File: config.mk
export PLATFORM = sky130hd
export DESIGN_NAME = sram_async_ctrl
export DESIGN_NICKNAME = d
export VERILOG_FILES = /design/src/rtl/sram_async_ctrl.sv
export SDC_FILE = /design/constraint.sdc
export NUM_CORES = 1
export LEC_CHECK = 0
export BUFFER_PORTS_ARGS = -buffer_cell sky130_fd_sc_hd__buf_4
export CORE_AREA = 2 2 66 68
export CTS_CLUSTER_SIZE = 20
export DETAILED_ROUTE_END_ITERATION = 7
export DIE_AREA = 0 0 68 70
export PLACE_DENSITY = 0.81
export SETUP_SLACK_MARGIN = 0.02
export SLEW_MARGIN = 30
export SYNTH_ARGS = -nofsm -noshare
export SYNTH_HDL_FRONTEND = slang
export SYNTH_SLANG_ARGS = --single-unit
File: constraint.sdc
create_clock -name clk -period 2.39 [get_ports clk]
set_input_delay 0.478 -clock clk [delete_from_list [all_inputs] [get_ports clk]]
set_output_delay 0.478 -clock clk [all_outputs]
set_load 0.02 [all_outputs]
File: src/rtl/sram_async_ctrl.sv
module sram_async_ctrl #(
  parameter int AW      = 17,
  parameter int DW      = 8,
  parameter int ACC_CYC = 7,
  parameter int WP_CYC  = 5,
  parameter int DS_CYC  = 4,
  parameter int WC_CYC  = 7,
  parameter int HZ_CYC  = 2
) (
  input  logic          clk,
  input  logic          rst_n,
  input  logic          req_valid,
  output logic          req_ready,
  input  logic          req_write,
  input  logic [AW-1:0] req_addr,
  input  logic [DW-1:0] req_wdata,
  output logic          rsp_valid,
  output logic [DW-1:0] rsp_rdata,
  output logic [AW-1:0] mem_addr,
  output logic          mem_sel_n,
  output logic          mem_sel,
  output logic          mem_oe_n,
  output logic          mem_we_n,
  output logic [DW-1:0] mem_dq_o,
  output logic          mem_dq_oe,
  input  logic [DW-1:0] mem_dq_i
);
  localparam int WE_LEN  = (WP_CYC > DS_CYC) ? WP_CYC : DS_CYC;
  localparam int REC_LEN = (WC_CYC > WE_LEN + 1) ? WC_CYC - WE_LEN - 1 : 0;
  localparam int MAXC    = (ACC_CYC > WE_LEN) ? ((ACC_CYC > HZ_CYC) ? ACC_CYC : HZ_CYC)
                                              : ((WE_LEN > HZ_CYC) ? WE_LEN : HZ_CYC);
  localparam int CW      = $clog2(MAXC + REC_LEN + 1);

  typedef enum logic [2:0] {S_IDLE, S_RD, S_RHZ, S_WR, S_WH, S_WREC} st_t;

  st_t           st;
  logic [CW-1:0] cnt;
  logic [AW-1:0] addr_q;
  logic [DW-1:0] wd_q, rd_q;
  logic          done_q;
  wire           last = (cnt == '0);

  always_ff @(posedge clk or negedge rst_n) begin
    if (!rst_n) begin
      st     <= S_IDLE;
      cnt    <= '0;
      addr_q <= '0;
      wd_q   <= '0;
      rd_q   <= '0;
      done_q <= 1'b0;
    end else begin
      done_q <= 1'b0;
      case (st)
        S_IDLE: if (req_valid) begin
          addr_q <= req_addr;
          wd_q   <= req_wdata;
          cnt    <= req_write ? CW'(WE_LEN - 1) : CW'(ACC_CYC - 1);
          st     <= req_write ? S_WR : S_RD;
        end
        S_RD: if (last) begin
          rd_q   <= mem_dq_i;
          done_q <= 1'b1;
          cnt    <= CW'(HZ_CYC - 1);
          st     <= S_RHZ;
        end else cnt <= cnt - 1'b1;
        S_RHZ: if (last) st <= S_IDLE; else cnt <= cnt - 1'b1;
        S_WR:  if (last) st <= S_WH;   else cnt <= cnt - 1'b1;
        S_WH: begin
          done_q <= 1'b1;
          cnt    <= CW'((REC_LEN > 0) ? REC_LEN - 1 : 0);
          st     <= (REC_LEN > 0) ? S_WREC : S_IDLE;
        end
        S_WREC: if (last) st <= S_IDLE; else cnt <= cnt - 1'b1;
        default: st <= S_IDLE;
      endcase
    end
  end

  wire selected = (st == S_RD) || (st == S_WR) || (st == S_WH);

  assign req_ready = (st == S_IDLE);
  assign rsp_valid = done_q;
  assign rsp_rdata = rd_q;
  assign mem_addr  = addr_q;
  assign mem_sel_n = !selected;
  assign mem_sel   = selected;
  assign mem_oe_n  = (st != S_RD);
  assign mem_we_n  = (st != S_WR);
  assign mem_dq_o  = wd_q;
  assign mem_dq_oe = (st == S_WR) || (st == S_WH);
endmodule

# ---- Word-level counts from Yosys, hierarchy flattened
# Cells that the tools add are included.
dict set report word_totals {
  reg_bits 41
  output_inout_bits 40
}
dict set report op_classes {
  addsub 1
  eq_ne 12
  mux 13
  n_reduce_logical 13
}
# op count
set ops {}
lappend ops {{one-hot mux 4 bit (4 select lines)} 1}
lappend ops {{one-hot mux 3 bit (5 select lines)} 1}
lappend ops {{2-to-1 mux 3 bit} 4}
lappend ops {{2-to-1 mux 4 bit} 3}
lappend ops {{!= test 2 bit, second input constant} 4}
lappend ops {{== test 3 x 2 -> 1 bit, second input constant} 2}
lappend ops {{== test 3 bit, second input constant} 2}
lappend ops {{zero test 4 bit} 1}
lappend ops {{2-to-1 mux 2 bit} 2}
lappend ops {{AND reduction 2 bit} 2}
lappend ops {{AND reduction 4 bit} 1}
lappend ops {{nonzero test 4 bit} 1}
lappend ops {{subtractor 4 x 1 -> 4 bit, second input constant} 1}
lappend ops {{== test 3 x 1 -> 1 bit, second input constant} 1}
lappend ops {{zero test 3 bit} 1}
lappend ops {{logical OR 1 bit} 3}
lappend ops {{!= test 3 x 1 -> 1 bit, second input constant} 1}
lappend ops {{!= test 3 x 2 -> 1 bit, second input constant} 1}
lappend ops {{AND reduction 3 bit} 1}
lappend ops {{OR reduction 3 bit} 1}
lappend ops {{!= test 2 x 1 -> 1 bit, second input constant} 1}
lappend ops {{one-hot mux 1 bit (2 select lines)} 1}
lappend ops {{OR reduction 2 bit} 1}
lappend ops {{zero test 1 bit} 1}
lappend ops {{2-to-1 mux 1 bit} 1}

# ---- Logic depth before layout (Yosys ltp)
# Gate-level depths: netlist of the first run.
dict set report depth {
  depth_word 4
  depth_mapped 6
}

# ---- Least setup slack after synthesis of the first run
# No wires, ideal clock.
dict set report synth_timing {
  path_kind {register -> output}
  from {reg st[2]}
  to {out mem_sel_n}
  arrival_ps 1356
  path_slack_ps 556
  stages_incl_launch_ff 4
  path_cell_list {dfrtp_1 -> buf_4 -> o21ai_0 -> inv_1}
}
dict set report synth_between {
  elab_chain_cells 4
  word_cells_on_any_way 6
  cone_classes {eq/ne: 3; reduce/logical: 3}
}
# item line_no
set synth_rtl {}
lappend synth_rtl {{from (decl)} 36} ;# st_t st;
lappend synth_rtl {{from (signal assigned)} 58} ;# st <= req_write ? S_WR : S_RD;
lappend synth_rtl {{from (signal assigned)} 71} ;# st <= (REC_LEN > 0) ? S_WREC : S_IDLE;
lappend synth_rtl {{== test 3 x 1 -> 1 bit / == test 3 x 2 -> 1 bit (equally long branches)} 79} ;# wire selected = (st == S_RD) || (st == S_WR) || (st == S_WH);
lappend synth_rtl {{logical OR 1 bit} 79}
lappend synth_rtl {{logical OR 1 bit *} 79}
lappend synth_rtl {{named net mem_sel} 21} ;# output logic mem_sel,
lappend synth_rtl {{zero test 1 bit *} 85} ;# assign mem_sel_n = !selected;
lappend synth_rtl {{to (decl)} 20} ;# output logic mem_sel_n,
# The timed path passes the listed nets; every way through them passes the cells marked *.

# ---- Worst setup path after layout of the first run
dict set report layout_timing {
  from {reg st[1]}
  to {out mem_sel_n}
}
dict set report layout_between {
  elab_chain_cells 4
  word_cells_on_any_way 6
  cone_classes {eq/ne: 3; reduce/logical: 3}
}
# item line_no
set layout_rtl {}
lappend layout_rtl {{== test 3 x 1 -> 1 bit / == test 3 x 2 -> 1 bit (equally long branches)} 79}
lappend layout_rtl {{logical OR 1 bit} 79}
lappend layout_rtl {{logical OR 1 bit *} 79}
lappend layout_rtl {{zero test 1 bit *} 85}
# Mark *: on every way between the ends. The rest lies on a longest branch, timed or not.

==> results of run 1 <==
## cell type report
class | count | share of cell area
clock buffer | 5 | 0.02715
timing repair buffer | 77 | 0.2280
tap | 52 | 0.02567
sequential | 41 | 0.4047
multi-input combinational | 80 | 0.2947
clock inverter | 2 | 0.01382
inverter | 4 | 0.005923
## cells by family after synthesis
kind of cell	synth area share
buf+inv	0.03539
simple gates	0.09734
fa+ha+maj	0.01361
flops	0.5582
mux	0.2185
compound gates	0.07693
## power groups by stage
stage | Combinational [mW] | Sequential (mW) | Clock (mW)
6_report | 1.97 | 1.31 | 0.519
5_1_grt | 2.13 | 1.36 | 0.563
3_5_place_dp | 1.99 | 1.32 | 0
2_1_floorplan | 0.929 | 1.61 | 0
4_1_cts | 1.99 | 1.31 | 0.535
3_3_place_gp | 1.96 | 1.31 | 0
## critical path: cells and delay by family, from the launching register on
family / cells / cell delay (ns)
compound gates: 1 / 0.14
flops: 1 / 0.52
buf+inv: 2 / 0.23
simple gates: 2 / 0.29
## cells in the mapped netlist, types with 3 or more instances
cell type,number
nand2b_1,4
mux2_2,5
inv_1,4
dfrtp_1,41
a211oi_1,3
nor2_1,5
mux2_1,20
o21ai_0,3
nand2_1,4
mux2_4,8
buf_4,3
## state kept, by name (all words and copies together) (netlist names)
name       flops
rsp_rdata      8
mem_addr      17
mem_dq_o       8
st             3
rsp_valid      1
cnt            4
## routing by layer
metal,vias to the layer above,share of wire,track usage
li1,622,-,-
met1,598,0.43,0.1840
met2,63,0.44,0.2557
met3,4,0.12,0.05475
met4,0,0.0061,0.04667
met5,-,0,0
## cell usage in the layout (no fill, tap or decap), drive strengths merged, types with 2 or more instances in the layout
master,n
nand2,4
mux2,33
nand2b,4
nor2,5
a211oi,3
a22o,2
clkbuf,5
inv,4
o21ai,5
nor4,2
dfrtp,41
nor4bb,2
buf,77
and2b,2
nor3b,2
nor3,3
and2,2
ha,2
a21oi,2
## through the flow
| step | hold WS (ns) | util | worst slack (ns) | std cells | power, mW |
|---|---|---|---|---|---|
| 6_report | 0.1458 | 0.6117 | 0.4485 | 261 | 3.800 |
| 5_1_grt | 0.1949 | 0.6117 | 0.3126 | 261 | 4.050 |
| 4_1_cts | 0.1652 | 0.6117 | 0.4450 | 261 | 3.839 |
| 3_5_place_dp | 0.4763 | 0.5867 | 0.4503 | 254 | 3.315 |
| 3_3_place_gp | 0.4697 | 0.5867 | 0.5703 | 254 | 3.263 |
| 2_1_floorplan | 0.1824 | - | 0.5563 | 131 | 2.544 |
## how the worst min path moves through the flow
stage	start	endpoint	slack (ns)	cells past startpoint
finish	rst_n	mem_addr[9]	0.15	1
global route	rst_n	mem_addr[9]	0.19	1
CTS	rst_n	mem_addr[9]	0.17	1
detailed placement	rst_n	mem_addr[9]	0.48	1
global placement	mem_addr[10]	mem_addr[10]	0.47	1
floorplan	rst_n	cnt[0]	0.18	0
==> flow_metrics.env, run 1 <==
export IMPL_status="completed"
export IMPL_clock_power_share=0.136
export IMPL_period_minus_slack_ns=1.942
export IMPL_antenna_found_initial=0
export IMPL_grt_pass1_wl_mm=5.533
export IMPL_synth_warnings=0
export IMPL_syn_nets=170
export IMPL_cts_root_buf="clkbuf_8"
export IMPL_vias_per_cell=4.931
export IMPL_cts_repair_resized=0
export IMPL_finalClockSkew_ns=0.006341
export IMPL_clock_path_buffers=2
export IMPL_syn_area_per_cell_um2=14.03
export IMPL_start_kind="flop"
export IMPL_fp_row_count=24
export IMPL_rr_startpoint="cnt[0]"
export IMPL_maxCapViolations=0
export IMPL_cts_tree="built"
export IMPL_wl_per_cell_um=13.87
export IMPL_fin_area_um2=2535
export IMPL_synth_top_area_share=0.5582
export IMPL_rsz0062_at_grt="no"
export IMPL_grt_start_max_net_pins=42
export IMPL_setup_viol=0
export IMPL_gp_congestion=0.8754
export IMPL_hold_viol_final=0
export IMPL_leakagePower_nw=1.245
export IMPL_grt_pass1_vias=1227
export IMPL_worst_pin_slew_ns=0.6581
export IMPL_drt_initial_drc_count=46
export IMPL_tns_ns=0
export IMPL_portBuffers=76
export IMPL_grt_ovfl_total=0
export IMPL_max_freq_mhz=515.1
export IMPL_synthTopCellsByArea="dfrtp_1 56%, mux2_1 12%, mux2_4 6.5%"
export IMPL_start_util=0.4435
export IMPL_power_internal_mw=2.336
export IMPL_drtAntennaViolNets=0
export IMPL_ys_seq_area_frac=0.5582
export IMPL_seq_area_um2=1026
export IMPL_synthDistinctLibCells=32
export IMPL_final_layout_size_suffix_gt1_frac=0.4880
export IMPL_layout_nets=248
export IMPL_seq_power_share=0.345
export IMPL_post_dp_cell_area_um2=2431
export IMPL_synth_flop_cell="dfrtp_1"
export IMPL_critPathKind="reg -> out"
export IMPL_multi_input_area_um2=747.0
export IMPL_startpoint="st[1]"
export IMPL_ys_async_sr_fraction=1.000
export IMPL_htree_levels=2
export IMPL_slowest_delay_ns=0.52
export IMPL_switchingPower_mw=1.464
export IMPL_cts_buffers=5
export IMPL_cts_hold_buf=0
export IMPL_ir_worst_vdd_mv=0.9502
export IMPL_cp_arrival_ns=1.46
export IMPL_setup_worst_path_end_class="output port"
export IMPL_cts_sinks=41
export IMPL_r2r_slack_ns=0.45
export IMPL_synth_seq_cells=41
export IMPL_die_area_um2=4760
export IMPL_cp_cell_sequence="nor2_1 -> nand2_1 -> o21ai_0 -> inv_1 -> buf_4"
export IMPL_io_pins=77
export IMPL_synthesis_area_um2=1838
export IMPL_n_fill_cell=316
export IMPL_endpoint="mem_sel_n"
export IMPL_fp_dieW_um=68
export IMPL_relSlewSlack=0.5572
export IMPL_slew_viol_final=0
export IMPL_fin_crit_sh=0.8124
export IMPL_first_pass_iters=4
export IMPL_wirelength_mm=3.619
export IMPL_clk_latency_ns=0.28
export IMPL_grt_use_total=0.1540
export IMPL_diodes=0
export IMPL_die_h_um=70
export IMPL_min_path_type="in -> async"
export IMPL_cp_max_fo=14
export IMPL_num_vias=1287
export IMPL_yosys_area_top_type="dfrtp_1"
export IMPL_reg2regPathDepth=5
export IMPL_rr_endpoint="rsp_rdata[4]"
export IMPL_post_cts_buffers=0
export IMPL_core_area_um2=4144
export IMPL_combPwrFrac=0.518
export IMPL_synthCells=131
export IMPL_dpl_hpwl_mm=2.792
export IMPL_p_sw_frac=0.3853
export IMPL_power_density_nw_per_um2=1499
export IMPL_syn_to_final_growth_pct=37.92
export IMPL_synth_edf_count=0
export IMPL_route_detailed_drc=0
export IMPL_critPathSlowestCell="dfrtp_1"
export IMPL_worstPathRequired_ns=1.91
export IMPL_cts_reportedPaths_clkPinSlew_ns=0.08
No activity file was read; power rests on OpenSTA's default activity.
==> run 2, diff against run 1 <==
==> constraint.sdc (replaced) <==
create_clock -name clk -period 1.9 [get_ports clk]
set_input_delay 0.38 -clock clk [delete_from_list [all_inputs] [get_ports clk]]
set_output_delay 0.38 -clock clk [all_outputs]
set_load 0.02 [all_outputs]
==> run 2 against run 1 <==
  * Count of clock-buffer cells in the layout stayed put
  * Clock skew rose by 0.00060 ns
  * Global-route usage rose by 1.2 points
  * Sequential power up 27%
  * Worst hold slack got worse by 0.098 ns
  * Critical path type unchanged
==> flow_metrics.env, run 2 (synthesis results as in run 1) <==
export IMPL_cts_reportedPaths_clkPinSlew_ns=0.08
export IMPL_start_util=0.4435
export IMPL_clock_path_buffers=2
export IMPL_start_kind="flop"
export IMPL_finalClockSkew_ns=0.006942
export IMPL_max_freq_mhz=557.8
export IMPL_critPathKind="reg -> out"
export IMPL_route_detailed_drc=0
export IMPL_htree_levels=2
export IMPL_min_path_type="in -> async"
export IMPL_die_h_um=70
export IMPL_status="completed"
export IMPL_die_area_um2=4760
export IMPL_num_vias=1364
export IMPL_tns_ns=0
export IMPL_syn_to_final_growth_pct=42.21
export IMPL_period_minus_slack_ns=1.793
export IMPL_final_cell_mix="79 x buf_4, 38 x dfrtp_1, 20 x mux2_1, 8 x mux2_4"
export IMPL_grt_pass1_vias=1332
export IMPL_first_pass_iters=4
export IMPL_worst_pin_slew_ns=0.5414
export IMPL_cp_arrival_ns=1.41
export IMPL_hold_viol_final=0
export IMPL_final_common_cell="buf_4"
export IMPL_clk_latency_ns=0.29
export IMPL_power_density_nw_per_um2=1938
export IMPL_maxCapViolations=0
export IMPL_grt_pass1_wl_mm=5.968
export IMPL_cts_root_buf="clkbuf_8"
export IMPL_dpl_hpwl_mm=2.944
export IMPL_grt_ovfl_total=0
export IMPL_drt_initial_drc_count=107
export IMPL_cts_hold_buf=0
export IMPL_cts_buffers=5
export IMPL_vias_per_cell=5.147
export IMPL_wirelength_mm=3.978
export IMPL_cts_sinks=41
export IMPL_core_area_um2=4144
export IMPL_final_util=0.6307
export IMPL_diodes=0
export IMPL_antenna_found_initial=0
export IMPL_leakagePower_nw=1.276
export IMPL_ir_worst_vdd_mv=0.9849
export IMPL_cp_max_fo=14
export IMPL_cts_tree="built"
export IMPL_wl_per_cell_um=15.01
export IMPL_fp_row_count=24
export IMPL_setup_worst_path_end_class="output port"
export IMPL_setup_viol=0
export IMPL_relSlewSlack=0.6339
export IMPL_portBuffers=76
export IMPL_layout_nets=251
export IMPL_gp_congestion=0.8851
export IMPL_rsz0062_at_grt="no"
export IMPL_largest_reg_flops=17
export IMPL_io_pins=77
export IMPL_fin_crit_sh=0.9435
export IMPL_final_layout_size_suffix_gt1_frac=0.5117
export IMPL_worstPathRequired_ns=1.52
export IMPL_slew_viol_final=0
export IMPL_grt_start_max_net_pins=42
export IMPL_grt_use_total=0.1656
export IMPL_drtAntennaViolNets=0
export IMPL_r2r_slack_ns=0.11
export IMPL_fp_dieW_um=68
run 2: cell count changes in the layout (fill, tap and decap cells not counted):
cell       change
dfrtp_1        -3
dfrtp_2        +3
buf_4          +2
buf_12         +1
bufinv_16      +1
clkinv_2       -1
inv_6          +1
nor3b_2        -1
nor3b_4        +1
run 2: power breakdown:
group	switching (mW)	leakage, nW	internal, mW
registers	0.336	0.487	1.32
clock network	0.298	0.0687	0.529
logic	1.29	0.720	1.29
run 2: per-layer routing:
layer | share of wire | track usage | vias up | wire length (um)
li1 | - | - | 632 | -
met4 | 0.011 | 0.04667 | 0 | 44
met1 | 0.40 | 0.2062 | 657 | 1587
met3 | 0.11 | 0.05153 | 7 | 442
met5 | 0 | 0 | - | 0
met2 | 0.48 | 0.2729 | 68 | 1905
run 2: what timing repair did:
item                                    in CTS  in global routing
endpoints found under the setup margin       0                  4
hold endpoints to repair                     0                  0
resized for setup                            0                  4
setup buffers                                0                  0
run 2: layout make-up:
class                           count  area [um2]
Clock buffer                        5       68.82
Clock inverter                      3       68.82
Fill cell                         315        1530
Inverter                            4       15.01
Multi-Input combinational cell     80       753.2
Sequential cell                    41        1030
Tap cell                           52       65.06
Timing Repair Buffer               80       613.1
run 2: final timing paths:
path | startpoint | endpoint | cells after the start
hold / removal | rst_n | mem_addr[14] | 1
max in group asynchronous | rst_n | st[2] | 1
setup / recovery | st[1] | mem_sel_n | 5
hold reg to reg | mem_addr[0] | mem_addr[0] | 1
setup reg to reg | cnt[0] | cnt[1] | 6
min in group clk | req_wdata[7] | mem_dq_o[7] | 2
run 2: metrics by stage:
step           instance area, um2  cells  hold slack [ns]  worst slack (ns)  total power, mW
6_report                     2614    265          0.04806            0.1073            5.065
5_1_grt                      2614    265          0.08829          0.001003            5.372
4_1_cts                      2604    265          0.06824           0.06957            5.068
3_5_place_dp                 2466    257           0.3876            0.1091            4.222
3_3_place_gp                 2466    257           0.3867            0.1685            4.132
2_1_floorplan                1838    131          0.08441            0.1643            3.200
run 2: worst max-delay path, stage by stage (launching register included):
cell	delay [ns]
dfrtp_2	0.50
nor2_1	0.18
nand2_1	0.11
o21ai_0	0.12
inv_1	0.06
buf_4	0.16
